==> src/rtl/bscan_chain.sv <==
module bscan_chain #(
  parameter int N = 8
) (
  input  logic         clk,
  input  logic         rst_n,
  input  logic         scan_in,
  input  logic         capture_en,
  input  logic         shift_en,
  input  logic         update_en,
  input  logic         test_drive,
  input  logic         iso_hiz,
  input  logic [N-1:0] core_out,
  input  logic [N-1:0] core_oe,
  input  logic [N-1:0] pad_in,
  output logic [N-1:0] pad_out,
  output logic [N-1:0] pad_oe,
  output logic         scan_out
);

  logic [N-1:0] sh;
  logic [N-1:0] upd;

  generate
    for (genvar i = 0; i < N; i++) begin : g_cell
      logic ser;
      if (i == 0) begin : g_head
        assign ser = scan_in;
      end else begin : g_link
        assign ser = sh[i-1];
      end

      always_ff @(posedge clk or negedge rst_n) begin
        if (!rst_n)          sh[i] <= 1'b0;
        else if (capture_en) sh[i] <= pad_in[i];
        else if (shift_en)   sh[i] <= ser;
      end

      always_ff @(posedge clk or negedge rst_n) begin
        if (!rst_n)         upd[i] <= 1'b0;
        else if (update_en) upd[i] <= sh[i];
      end

      assign pad_out[i] = test_drive ? upd[i] : core_out[i];
      assign pad_oe[i]  = !iso_hiz && (test_drive || core_oe[i]);
    end
  endgenerate

  assign scan_out = sh[N-1];

  a_r2_capture_load: assert property (@(posedge clk) disable iff (!rst_n)
    capture_en |=> sh == $past(pad_in));

  a_r3_shift_tail: assert property (@(posedge clk) disable iff (!rst_n)
    (shift_en && !capture_en) |=> scan_out == $past(sh[N-2]));

  a_r4_update_copy: assert property (@(posedge clk) disable iff (!rst_n)
    update_en |=> upd == $past(sh));

  a_r5_latch_hold: assert property (@(posedge clk) disable iff (!rst_n)
    !update_en |=> $stable(upd));

  a_r7_drive_latch: assert property (@(posedge clk) disable iff (!rst_n)
    (test_drive && !iso_hiz) |-> (pad_out == upd && pad_oe == '1));

  a_r8_isolate: assert property (@(posedge clk) disable iff (!rst_n)
    iso_hiz |-> pad_oe == '0);

  a_r9_chain_hold: assert property (@(posedge clk) disable iff (!rst_n)
    (!capture_en && !shift_en) |=> $stable(sh));

endmodule

==> config.mk <==
export PLATFORM = sky130hd
export DESIGN_NAME = bscan_chain
export DESIGN_NICKNAME = d
export VERILOG_FILES = /design/src/rtl/bscan_chain.sv
export SDC_FILE = /design/constraint.sdc
export NUM_CORES = 1
export LEC_CHECK = 0
export BUFFER_PORTS_ARGS = -buffer_cell sky130_fd_sc_hd__buf_2
export CAP_MARGIN = 15
export CORE_ASPECT_RATIO = 0.8
export CORE_UTILIZATION = 45
export DETAILED_ROUTE_END_ITERATION = 10
export PLACE_DENSITY = 0.82
export SLEW_MARGIN = 20
export SYNTH_ARGS = -nofsm -noshare
export SYNTH_HDL_FRONTEND = slang
export SYNTH_SLANG_ARGS = --single-unit
==> constraint.sdc <==
create_clock -name clk -period 1.4 [get_ports clk]
set_input_delay 0.07 -clock clk [delete_from_list [all_inputs] [get_ports clk]]
set_output_delay 0.07 -clock clk [all_outputs]
set_load 0.03 [all_outputs]
Word-level counts from Yosys, hierarchy flattened
Index checks and enable logic that the tools add are counted.
{ "word_totals": {"regBits": 16, "latch_bits": 0, "mem_count": 0, "word_cells": 58, "ram_bits": 0, "output_inout_bits": 17, "romBits": 0, "inputBits": 32} }
{ "classes": {"order_cmp": 0, "shift": 0, "n_mux": 24, "eq_ne": 0, "mul": 0, "bitwise_logic": 0, "n_addsub": 0, "reduce_logical": 18, "div": 0} }
{ "ops": {"columns": ["op", "n"], "rows": [
  ["$mux 1", 24],
  ["$logic_and 1x1->1", 8],
  ["$logic_or 1x1->1", 8],
  ["$reduce_bool 2->1", 1],
  ["$logic_not 1->1", 1]
]} }

Depth between registers and ports, before layout
{ "depth": {"depth_word": 2, "ltp_mapped": 4} }

Worst setup path after synthesis
OpenSTA, ideal clock, no wires.
{ "synth_path": {"path_kind": "reg2reg", "startpoint": "register sh[7] (netlist: scan_out)", "endpoint": "register upd[7]", "stages_incl_launch_ff": 2, "t_arrival_ns": 0.769, "setup_slack_ns": 0.506, "setup_time_ns": 0.125, "synth_period_minus_slack_ns": 0.894, "required_time_ns": 1.275, "path_cell_list": "dfrtp_1 mux2_2"} }
{ "synth_rtl": {"columns": ["item", "line_no", "rtl"], "rows": [
  ["start: declaration", "20", "logic [N-1:0] sh;"],
  ["start signal: indexed assignment", "34", "else if (capture_en) sh[i] <= pad_in[i];"],
  ["start signal: indexed assignment", "35", "else if (shift_en) sh[i] <= ser;"],
  ["end signal: indexed assignment", "40", "else if (update_en) upd[i] <= sh[i];"],
  ["end: declaration", "21", "logic [N-1:0] upd;"]
]} }
No word-level cell between the ends.

Final worst setup path
{ "layout_path": {"startpoint": "register upd[0]", "endpoint": "output pad_out[0]"} }
{ "layout_via": {"elab_chain_len": 1} }
{ "layout_lines": {"columns": ["item", "line_no", "rtl"], "rows": [
  ["$mux 1", "43", "assign pad_out[i] = test_drive ? upd[i] : core_out[i];"],
  ["end: declaration", "15", "output logic [N-1:0] pad_out,"]
]} }
Every way passes these cells.

==> results.md <==
* Net count reported at finish at 164
* Post-synthesis sequential area ratio at 0.473
* Static leakage power at 0.619 nW
* Diodes inserted at 0
* TritonCTS clock tree: built
* Total negative setup slack at 0 ns
* Top cell type by total area after synthesis: sky130_fd_sc_hd__dfrtp_1
* Leading cell types by total area after synthesis: sky130_fd_sc_hd__dfrtp_1 47%, sky130_fd_sc_hd__mux2_2 19%, sky130_fd_sc_hd__mux2i_1 9.5%
* Drc violations at 0
* Critical path startpoint category: register
* Share of post-route cells with drive strength above 1 at 0.519
* Number of iterations in the first detailed-routing pass at 2
* Crit Path Class: reg2out
* Overall overflow remaining after global route at 0
* Overall Global Routing Usage at 0.189
* Post-cts hold buffer count at 7
* Pins over their slew limit at 0
* Critical-path top delay cell: sky130_fd_sc_hd__dfrtp_1
* Die Ht at 40.8 um
* Area growth from synthesis to final layout at 38.6%
* Largest net degree at the start of global routing at 17
* Top layer used by detailed routing: met4
* M1 WL at 743 um
* Post-Synthesis Net Count at 110
* Fmax at 839 MHz
* Synthesized instance count at 78
* Post-detailed-route wirelength per cell at 11.7 um
* Clock Sinks at 16
* Area used by sequential logic in the layout at 400 um2
* Row Count at 13
* Ordered list of cells on the worst path: mux2_2 -> buf_2
* Number of gates given a new drive strength after cts at 0
* Proportion of netlist area held by the largest area contributor at 0.473
* Via density per instance at 4.84
* Maximum net fanout on the critical path at 2
* Post-synthesis sequential element count at 16
* Routability congestion estimate at 0.720
* Number of top-level pins at 49
* Crit path time final at 1.19 ns
* Met3 routed wirelength at 141 um
* Cell family contributing the most delay on the critical path: flip-flops
* Setup repair after global routing missed its margin: no
* Cell chosen for the clock root: sky130_fd_sc_hd__clkbuf_4
* Most frequent standard cell in the layout excluding fill and tap cells: sky130_fd_sc_hd__buf_2
* Normalized max-slew margin at 0.769
* Buffers & Inverters on Critical Path at 1
* Effective utilization at floorplan at 0.500
* Top library cells by usage in the layout, fill and taps aside: 48 x sky130_fd_sc_hd__buf_2, 16 x sky130_fd_sc_hd__nor2_1, 16 x sky130_fd_sc_hd__dfrtp_1
* Met2 WL at 890 um
* Period utilisation layout at 0.851
* TritonCTS buffer count at 3
* # Post-CTS Setup Buffers at 0
* Count of max-cap constraint violations at 0
* Number of input and output port buffers inserted at 48
* Delay contributed by the slowest stage of the critical path at 0.40 ns
* Total Die Area at 0.00206 mm2
* Worst min-delay path category: in2reg
* Vias after detailed routing at 740
* CP Data Required Time at 1.33 ns
* Overall power of the completed layout at 1.21 mW
* Post-synth design cell area at 846 um2
* Yosys cell types at 12
* Worst endpoint data arrival time at 1.12 ns
* Number of design-rule violations left by the first detailed-router iteration at 4
* Latest clock arrival within the worst-skew pair at 0.29 ns
* Antenna violations before repair at 0
* Synth warn at 0
* Floorplan core area at 0.00169 mm2
* Endpoint class of the critical path: output pin
* Clk slew on worst S/H paths at 0.09 ns
* VDD IR-drop max at 0.667 mV
* PD cells at 1030 mW/mm2
* Result of the run: complete, no violations
* Final hold violation count at 0
* Maximum level of the CTS H-tree at 1
* Clock buffer depth at 2
* Number of routed nets with antenna violations at 0
* DIE WIDTH at 50.5 um
* Number of global-route vias before repair at 625
* Fill cell count at 128
* Aggregate routed wire length at 1800 um
* First-pass GRT wire length at 2640 um
* Average cell area after synthesis at 10.8 um2
* Final Setup Violations at 0
* Final worst clock skew at 0.00169 ns
* Area taken by multi-input logic gates at 398 um2
* Transition time of the tightest slew-check pin at 0.346 ns
[area by class of cell]
type,count,share of cell area
Sequential cell,16,0.342
Multi-Input combinational cell,56,0.339
Timing Repair Buffer,55,0.265
Clock buffer,4,0.0309
Tap cell,22,0.0235
[cell families (layout without fill, tap and decap cells)]
logic type / after synthesis / after routing / synth area share
compound gates: 8 / 8 / 0.0473
buf+inv: 6 / 59 / 0.0562
flops: 16 / 16 / 0.473
mux: 24 / 24 / 0.317
simple gates: 24 / 24 / 0.107
[per-stage QoR]
step           std cells  cell area (um2)   util  setup slack (ns)  hold slack (ns)
2_1_floorplan         78              846      -             0.506           -0.226
4_1_cts              153             1170  0.693             0.196         0.000737
3_3_place_gp         142             1070  0.630             0.448          -0.0113
6_report             153             1170  0.693             0.208          0.00878
5_1_grt              153             1170  0.693             0.164           0.0154
3_5_place_dp         142             1070  0.630             0.424         -0.00570
[final timing paths]
path                                     from            end  slack (ns)  cells after the start
worst max register to register  g_cell[1].ser         upd[0]        0.58                      1
max in group asynchronous               rst_n  g_cell[2].ser        0.93                      2
worst min register to register         upd[5]         upd[5]        0.52                      1
worst max-delay path                   upd[0]     pad_out[0]        0.21                      2
min in group asynchronous               rst_n         upd[5]        0.22                      2
worst min-delay path                pad_in[4]  g_cell[5].ser       0.009                      3
[layer usage]
metal | vias up | track usage
met5 | - | 0
met4 | 0 | 0.104
met3 | 2 | 0.0630
met2 | 38 | 0.350
met1 | 333 | 0.201
li1 | 367 | -
[synthesized netlist by cell type (all sizes together)]
cell and count:
o21ai 8, mux2 16, nand2 8, mux2i 8
nor2 16, dfrtp 16, buf 6
[sequential cells by signal, indices dropped and copies added, names as in the netlist]
signal / cells
g_cell.ser: 7
scan_out: 1
upd: 8
[report_power, final]
part	switching [mW]	internal, mW	total [mW]	leakage, nW
Sequential	0.0382	0.520	0.558	0.195
Combinational	0.192	0.158	0.350	0.403
Clock	0.145	0.158	0.303	0.0210
Total	0.375	0.836	1.21	0.619
[tightest hold or removal path: stages]
cell	delay, ns
sky130_fd_sc_hd__buf_2	0.07
sky130_fd_sc_hd__nand2_1	0.04
sky130_fd_sc_hd__o21ai_0	0.07
Note: power is estimated with default switching activity, not from simulation.
